## config.mk

```make
export PLATFORM = sky130hd
export DESIGN_NAME = bgain_top
export DESIGN_NICKNAME = d
export VERILOG_FILES = /design/src/rtl/bgain_pkg.sv /design/src/rtl/bgain_cfg_regs.sv /design/src/rtl/bgain_front.sv /design/src/rtl/bgain_back.sv /design/src/rtl/bgain_top.sv
export SDC_FILE = /design/constraint.sdc
export NUM_CORES = 1
export LEC_CHECK = 0
export BUFFER_PORTS_ARGS = -buffer_cell sky130_fd_sc_hd__buf_2
export CAP_MARGIN = 20
export CORE_ASPECT_RATIO = 1.5
export CORE_UTILIZATION = 50
export CTS_BUF_LIST = sky130_fd_sc_hd__clkbuf_8
export CTS_CLUSTER_DIAMETER = 200
export DETAILED_ROUTE_END_ITERATION = 8
export HOLD_SLACK_MARGIN = 0.03
export PLACE_DENSITY = 0.67
export SLEW_MARGIN = 20
export SYNTH_ARGS = -nofsm -noshare
export SYNTH_HDL_FRONTEND = slang
export SYNTH_SLANG_ARGS = --single-unit
```

## constraint.sdc

```tcl
create_clock -name clk -period 12.9 [get_ports clk]
set_clock_uncertainty 0.15 [all_clocks]
set_input_delay 1.29 -clock clk [delete_from_list [all_inputs] [get_ports clk]]
set_output_delay 1.29 -clock clk [all_outputs]
set_load 0.005 [all_outputs]
```

## src/rtl/bgain_pkg.sv

```systemverilog
package bgain_pkg;
    parameter int PIX_W   = 8;
    parameter int COEF_W  = 11;
    parameter int FMT_W   = 5;
    parameter int BOOST_W = 3;
    parameter int ADDR_W  = 3;
    parameter int DATA_W  = 16;

    localparam int NUM_CH    = 4;
    localparam int NUM_FMT   = 4;
    localparam int FRAC_BASE = COEF_W - 3;
    localparam int BOOST_MAX = 6;
    localparam int PROD_W    = PIX_W + COEF_W;
    localparam int SHL_W     = PROD_W + BOOST_MAX;

    localparam logic [COEF_W-1:0] COEF_ONE = COEF_W'(1) << FRAC_BASE;
    localparam logic [ADDR_W-1:0] ADDR_CTRL = ADDR_W'(4);
    localparam logic [ADDR_W-1:0] ADDR_DARK = ADDR_W'(5);

    typedef enum logic [1:0] {
        CH_GR = 2'd0,
        CH_R  = 2'd1,
        CH_B  = 2'd2,
        CH_GB = 2'd3
    } chan_e;

    typedef struct packed {
        logic             auto_dark;
        logic             mirror;
        logic [BOOST_W-1:0] boost;
        logic [FMT_W-1:0] fmt;
    } ctrl_t;

    function automatic chan_e site_chan(input logic ro, input logic co);
        unique case ({ro, co})
            2'b00:   return CH_R;
            2'b01:   return CH_GR;
            2'b10:   return CH_GB;
            default: return CH_B;
        endcase
    endfunction
endpackage

```

## src/rtl/bgain_cfg_regs.sv

```systemverilog
module bgain_cfg_regs
    import bgain_pkg::*;
(
    input  logic                           clk,
    input  logic                           rst_n,
    input  logic                           cfg_we,
    input  logic [ADDR_W-1:0]              cfg_addr,
    input  logic [DATA_W-1:0]              cfg_wdata,
    output logic [NUM_CH-1:0][COEF_W-1:0]  coef,
    output ctrl_t                          ctrl,
    output logic [PIX_W-1:0]               dark_lvl
);
    localparam int CTRL_W = $bits(ctrl_t);

    for (genvar g = 0; g < NUM_CH; g++) begin : g_coef
        always_ff @(posedge clk or negedge rst_n) begin
            if (!rst_n)
                coef[g] <= COEF_ONE;
            else if (cfg_we && cfg_addr == ADDR_W'(g))
                coef[g] <= cfg_wdata[COEF_W-1:0];
        end
    end

    always_ff @(posedge clk or negedge rst_n) begin
        if (!rst_n) begin
            ctrl           <= '0;
            ctrl.auto_dark <= 1'b1;
            dark_lvl       <= '0;
        end else if (cfg_we) begin
            if (cfg_addr == ADDR_CTRL)
                ctrl <= ctrl_t'(cfg_wdata[CTRL_W-1:0]);
            if (cfg_addr == ADDR_DARK)
                dark_lvl <= cfg_wdata[PIX_W-1:0];
        end
    end
endmodule

```

## src/rtl/bgain_front.sv

```systemverilog
module bgain_front
    import bgain_pkg::*;
(
    input  logic                          clk,
    input  logic                          rst_n,
    input  logic                          pix_valid,
    input  logic [PIX_W-1:0]              pix_data,
    input  logic                          row_odd,
    input  logic                          col_odd,
    input  logic [NUM_CH-1:0][COEF_W-1:0] coef,
    input  ctrl_t                         ctrl,
    input  logic [PIX_W-1:0]              dark_lvl,
    output logic                          s1_valid,
    output logic [PIX_W-1:0]              s1_val,
    output logic [COEF_W-1:0]             s1_coef,
    output logic [FMT_W-1:0]              s1_fmt,
    output logic [BOOST_W-1:0]            s1_shl
);
    logic [PIX_W-1:0]   dark_eff;
    logic [PIX_W-1:0]   corrected;
    chan_e              site;
    logic [BOOST_W-1:0] shl_clamped;

    always_comb begin
        dark_eff    = ctrl.auto_dark ? '0 : dark_lvl;
        corrected   = (pix_data > dark_eff) ? pix_data - dark_eff : '0;
        site        = site_chan(row_odd, col_odd ^ ctrl.mirror);
        shl_clamped = (ctrl.boost > BOOST_W'(BOOST_MAX)) ? BOOST_W'(BOOST_MAX) : ctrl.boost;
    end

    always_ff @(posedge clk or negedge rst_n) begin
        if (!rst_n) begin
            s1_valid <= 1'b0;
            s1_val   <= '0;
            s1_coef  <= '0;
            s1_fmt   <= '0;
            s1_shl   <= '0;
        end else begin
            s1_valid <= pix_valid;
            if (pix_valid) begin
                s1_val  <= corrected;
                s1_coef <= coef[site];
                s1_fmt  <= ctrl.fmt;
                s1_shl  <= shl_clamped;
            end
        end
    end
endmodule

```

## src/rtl/bgain_back.sv

```systemverilog
module bgain_back
    import bgain_pkg::*;
(
    input  logic               clk,
    input  logic               rst_n,
    input  logic               s1_valid,
    input  logic [PIX_W-1:0]   s1_val,
    input  logic [COEF_W-1:0]  s1_coef,
    input  logic [FMT_W-1:0]   s1_fmt,
    input  logic [BOOST_W-1:0] s1_shl,
    output logic               vld_out,
    output logic [PIX_W-1:0]   pix_out
);
    logic [PROD_W-1:0] product;
    logic [PROD_W-1:0] scaled;
    logic [SHL_W-1:0]  boosted;
    logic [3:0]        frac;
    logic [PIX_W-1:0]  clipped;

    always_comb begin
        product = PROD_W'(s1_val) * PROD_W'(s1_coef);
        frac    = 4'(FRAC_BASE - int'(s1_fmt[1:0]));
        if (s1_fmt < FMT_W'(NUM_FMT))
            scaled = product >> frac;
        else
            scaled = PROD_W'(s1_val);
        boosted = SHL_W'(scaled) << s1_shl;
        clipped = (|boosted[SHL_W-1:PIX_W]) ? '1 : boosted[PIX_W-1:0];
    end

    always_ff @(posedge clk or negedge rst_n) begin
        if (!rst_n) begin
            vld_out <= 1'b0;
            pix_out <= '0;
        end else begin
            vld_out <= s1_valid;
            pix_out <= s1_valid ? clipped : '0;
        end
    end
endmodule

```

## src/rtl/bgain_top.sv

```systemverilog
module bgain_top
    import bgain_pkg::*;
(
    input  logic              clk,
    input  logic              rst_n,
    input  logic              cfg_we,
    input  logic [ADDR_W-1:0] cfg_addr,
    input  logic [DATA_W-1:0] cfg_wdata,
    input  logic              pix_valid,
    input  logic [PIX_W-1:0]  pix_data,
    input  logic              row_odd,
    input  logic              col_odd,
    output logic              vld_out,
    output logic [PIX_W-1:0]  pix_out
);
    logic [NUM_CH-1:0][COEF_W-1:0] cfg_coef;
    ctrl_t                         cfg_ctrl;
    logic [PIX_W-1:0]              cfg_dark;
    logic [FMT_W-1:0]              cfg_fmt;
    logic [BOOST_W-1:0]            cfg_boost;
    logic                          cfg_dark_on;

    logic               s1_valid;
    logic [PIX_W-1:0]   s1_val;
    logic [COEF_W-1:0]  s1_coef;
    logic [FMT_W-1:0]   s1_fmt;
    logic [BOOST_W-1:0] s1_shl;

    assign cfg_fmt     = cfg_ctrl.fmt;
    assign cfg_boost   = cfg_ctrl.boost;
    assign cfg_dark_on = !cfg_ctrl.auto_dark;

    bgain_cfg_regs u_regs (
        .clk(clk), .rst_n(rst_n), .cfg_we(cfg_we), .cfg_addr(cfg_addr),
        .cfg_wdata(cfg_wdata), .coef(cfg_coef), .ctrl(cfg_ctrl), .dark_lvl(cfg_dark)
    );

    bgain_front u_front (
        .clk(clk), .rst_n(rst_n), .pix_valid(pix_valid), .pix_data(pix_data),
        .row_odd(row_odd), .col_odd(col_odd), .coef(cfg_coef), .ctrl(cfg_ctrl),
        .dark_lvl(cfg_dark), .s1_valid(s1_valid), .s1_val(s1_val),
        .s1_coef(s1_coef), .s1_fmt(s1_fmt), .s1_shl(s1_shl)
    );

    bgain_back u_back (
        .clk(clk), .rst_n(rst_n), .s1_valid(s1_valid), .s1_val(s1_val),
        .s1_coef(s1_coef), .s1_fmt(s1_fmt), .s1_shl(s1_shl),
        .vld_out(vld_out), .pix_out(pix_out)
    );
endmodule

```

== Yosys cells after proc, flatten, opt, wreduce, memory -nomap -nowiden ==
Cells that the tools add are included.

* Register bits after elaboration: 99
* Bits of input ports: 33
* Output and inout bits: 9

* Add/sub/neg operators: 2
* $mul: 1
* Magnitude comparators: 4
* Eq/ne operators: 7
* Shift-type cells: 2
* Multiplexer cells: 9
* Bitwise operators: 1
* Reductions and logical operators: 9

{| class="wikitable"
|+ Operators with widths
! operator !! count
|-
| two-way mux 8 bit || 4
|-
| << shifter 19 x 3 -> 25 bit || 1
|-
| binary-select mux 11 bit (select 2 bit) || 1
|-
| multiplier 8 x 11 -> 19 bit || 1
|-
| two-way mux 19 bit || 1
|-
| right shift 19 x 4 -> 19 bit || 1
|-
| OR reduction 17 bit || 1
|-
| two-way mux 11 bit || 1
|-
| greater-than comparator 8 bit || 1
|-
| subtractor 8 bit || 1
|-
| == test 3 x 2 -> 1 bit (second input constant) || 2
|-
| == test 3 bit (second input constant) || 2
|-
| case mux 2 bit (3 select lines) || 1
|-
| < comparator 5 x 3 -> 1 bit (second input constant) || 1
|-
| logical AND 1 bit || 4
|-
| AND reduction 2 bit || 2
|-
| subtractor 4 x 2 -> 4 bit (first input constant) || 1
|-
| == test 3 x 1 -> 1 bit (second input constant) || 1
|-
| greater-than comparator 3 bit (second input constant) || 1
|-
| logical NOT 3 bit || 1
|-
| < comparator 2 x 3 -> 1 bit (second input constant) || 1
|-
| two-way mux 3 bit || 1
|-
| == test 2 x 1 -> 1 bit (second input constant) || 1
|-
| == test 2 bit (second input constant) || 1
|-
| 2 further kinds || 2
|}

== Depth between registers and ports, before layout ==
* Word-level depth: 7
* Depth in mapped cells: 23
* Gate-level depth less buffers: 20

== By module ==
Synthesis repeated with hierarchy kept, for this count alone.

* Cells, all modules: 845
* Area total of the unflattened synthesis: 8,802.2 um^2

{| class="wikitable"
|+ Modules (own cells, without submodules)
! module !! times used !! cells each !! area an instance (um^2) !! seq. area each (um^2)
|-
| bgain_back || 1 || 574 || 4,714.5 || 225.2
|-
| bgain_cfg_regs || 1 || 135 || 2,351.0 || 1,557.7
|-
| bgain_front || 1 || 136 || 1,736.7 || 700.7
|}

== Least setup slack after synthesis ==
OpenSTA, ideal clock, no wires.

* Kind: register to register
* Start point: register u_front.s1_val[4]
* End point: register u_back.pix_out[7]
* Arrival time: 5.705 ns
* Path slack: 6.904 ns
* Stages on the path, launching flop included: 22
* Clock period less this slack: 5.996 ns
* Path through: dfrtp_1 clkbuf_1 nand2_1 fa_1 inv_1 fa_1 fa_1 inv_1 fa_1 inv_1 ha_1 buf_4 a21oi_1 o211ai_1 a21oi_1 mux2_2 a211o_1 and3_1 and2_1 a221o_1 o41ai_1 a31oi_1

* Word-level cells in the longest chain between the ends: 7

{| class="wikitable"
|+ Ends and longest elaborated chain
! what !! RTL line !! source
|-
| start: declaration || bgain_front.sv:14 || <nowiki>output logic [PIX_W-1:0] s1_val,</nowiki>
|-
| start signal: assignment || bgain_front.sv:41 || <nowiki>s1_val <= corrected;</nowiki>
|-
| multiplier 8 x 11 -> 19 bit || bgain_back.sv:21 || <nowiki>product = PROD_W'(s1_val) * PROD_W'(s1_coef);</nowiki>
|-
| right shift 19 x 4 -> 19 bit || bgain_back.sv:24 || <nowiki>scaled = product >> frac;</nowiki>
|-
| two-way mux 19 bit * || bgain_back.sv:23 || <nowiki>if (s1_fmt < FMT_W'(NUM_FMT))</nowiki>
|-
| << shifter 19 x 3 -> 25 bit * || bgain_back.sv:27 || <nowiki>boosted = SHL_W'(scaled) << s1_shl;</nowiki>
|-
| OR reduction 17 bit || bgain_back.sv:28 || <nowiki>clipped = (|boosted[SHL_W-1:PIX_W]) ? '1 : boosted[PIX_W-1:0];</nowiki>
|-
| two-way mux 8 bit * || bgain_back.sv:28 ||
|-
| two-way mux 8 bit * || bgain_back.sv:37 || <nowiki>pix_out <= s1_valid ? clipped : '0;</nowiki>
|-
| end signal: assignment || bgain_back.sv:37 ||
|-
| end: declaration || bgain_back.sv:12 || <nowiki>output logic [PIX_W-1:0] pix_out</nowiki>
|}

Mark *: on every way between the ends. The rest lies on a longest branch, timed or not.
A chain may end at the register's enable or synchronous reset.

== Final worst setup path ==
* Start point: register u_front.s1_val[4]
* End point: register u_back.pix_out[0]

The elaborated chain is that of the path after synthesis.

==> run metrics <==
status completed; Register Area 0.00248 sq mm; number of global-route vias before repair 6852; most common library cells after synthesis dfrtp_1 (94), inv_1 (88), mux2_2 (79); initial core utilization 0.513; Detail Placement HPWL 15600 microns; slowest CP cell dfrtp_1; Hold Crit Class reg -> reg; crit path time final 6890 ps; post-route worst setup slack 6010 ps; Critical Path AT 6990 ps; clock latency at the later pin of the worst-skew pair 370 ps; n_diodes 0; first drt pass iteration count 6; max-slew violation count 0; sequential-to-total area share from yosys stat 0.286; setup TNS 0 ps; hold_buf cts 0; ys async rst share 1.00; Nets 1010; CTS buffer count 9; post-synth design cell area 0.00868 sq mm; first-pass GRT wire length 33700 microns; Worst EP required 13000 ps; core area 0.0169 sq mm; CP Class reg -> reg; PortBufs 36; area of the die 0.0179 sq mm; hold violation count in the final report 0; Yosys reg bits 99; # Post-CTS Setup Buffers 0; met1 Track Usage GR 0.287; startpoint types register; Layout fillers 1523; Die Ht 163 microns; cell taking the most area after synthesis dfrtp_1; initial antenna violation count 0; footprint of the multi-input gates 0.00564 sq mm; Post-Syn Nets 998; Yosys cell types 87; Worst Max-Slew Pin Slew 796 ps; max_cap viols 0; GRT busiest layer met2; Reg clk slew, reported paths 90 ps; TritonCTS clock tree done; post-CTS sizing 0; ranking of synthesized cells by area dfrtp_1 (27%), fa_1 (13%), mux2_2 (10%), ha_1 (6.5%), and2_1 (3.9%); family with the most delay on the worst path adder cells; Synth top area share 0.271; Syn. warnings 0; Post-synth EDFFs 0; row cnt 58; WP buf/inv 3; crit path cell chain nand2_1 -> fa_1 -> inv_1 -> fa_1 -> fa_1 -> inv_1 -> fa_1 -> inv_1 -> ha_1 -> a21oi_1 -> o211ai_1 -> a21oi_1 -> mux2i_1 -> nand3_1 -> nand3b_1 -> nand4_1 -> a2111o_1 -> or2_1 -> o31a_1; CP Capture Type register; drt drc 0; IO Pins 42; most used cell, CP fa_1; Avg Inst Size Synth 10.0 sq um; slowest stage delay, CP 700 ps; Max clock buf depth 2; via density per instance 6.01; Syn Inst Count 865; Synth-to-Final Area Change 5.53%; CP max FO 14; grt met2 use 0.447; Setup-failing EPs final 0; drt total wl 20100 microns; largest net degree at the start of global routing 65; RSZ-0062 raised after global routing no; DR WL/cell 18.4 microns; met3 usage 0.0259; grt ovf 0; H-tree depth 3; share of cells above drive strength 1 0.200; Fmax achieved 145 MHz; clock sink total 99; DR iter-0 viols 361; dominant synthesized flop cell dfrtp_1; Slew headroom 0.469; top-count cell post-synth dfrtp_1; routability congestion estimate 0.904; Post-DRT Antenna Nets 0; Total GRT Usage 0.243; clock root buffer clkbuf_8; via count 6562; Tcrit/Tclk final 0.534; Die X-Extent 110 microns; Worst Setup Slack post-DPL 6130 ps
stage by stage:
stage | hold slack [ps] | std cells | util | area [sq um]
finish | 341 | 1092 | 0.542 | 9160
global route | 376 | 1092 | 0.542 | 9160
CTS | 343 | 1092 | 0.542 | 9160
detailed placement | 317 | 1076 | 0.530 | 8970
global placement | 310 | 1076 | 0.530 | 8970
floorplan | 203 | 865 | - | 8680
metal layers:
metal | wire length, microns | vias up
li1 | - | 3085
met1 | 8160 | 3283
met2 | 10800 | 149
met3 | 561 | 45
met4 | 544 | 0
met5 | 0 | -
tightest hold or removal path: stages (launching register included):
cell and delay [ps]:
dfrtp_1 350, nand2_1 50, o21ai_0 60
cell usage in the layout, fill, tap and decap left out, types with 21 or more instances in the layout:
cell	Yosys	routed
dfrtp_1	94	94
fa_1	55	55
ha_1	45	45
nand2_1	72	72
and2_1	54	54
inv_1	88	88
nor2_1	36	36
mux2_2	79	79
a21oi_1	21	21
buf_2	3	35
area by class of cell:
type | count | area share
multi-input cells | 633 | 0.615
flip-flops and latches | 99 | 0.271
inverters | 89 | 0.0365
well taps | 210 | 0.0287
repair buffers | 45 | 0.0273
clock buffers | 10 | 0.0150
clock inverters | 6 | 0.00615
final timing paths:
check	endpoint	cells after the start	slack, ps	startpoint
max	u_back.pix_out[0]	19	6010	u_front.s1_val[4]
min	u_front.s1_fmt[1]	2	340	u_regs.ctrl[1]
max reg2reg	u_back.pix_out[0]	19	6010	u_front.s1_val[4]
min reg2reg	u_front.s1_fmt[1]	2	340	u_regs.ctrl[1]
max in group asynchronous	u_regs.coef[4]	2	10720	rst_n
min in group asynchronous	u_back.pix_out[7]	1	700	rst_n
registers in the layout, summed over array words and instances, names as in the netlist:
name              cells
u_front.s1_val        8
u_back.pix_out        8
u_front.s1_shl        3
u_front.s1_fmt        5
u_regs.coef          44
u_regs.ctrl          10
u_back.vld_out        1
u_regs.dark_lvl       8
u_front.s1_valid      1
u_front.s1_coef      11
kinds of logic (layout without fill, tap and decap cells):
family,after synthesis,after routing,synth area share
multiplexers,94,94,0.136
XOR/XNOR,19,19,0.0192
adder cells (fa/ha/maj),100,100,0.192
flip-flops,99,99,0.286
buffers and inverters,133,150,0.0651
AND/OR/NAND/NOR,244,244,0.146
AO/OA/AOI/OAI,176,176,0.156
Power is not shown: default switching activity piles up to over one toggle a cycle in this logic, so the estimate is an artifact.
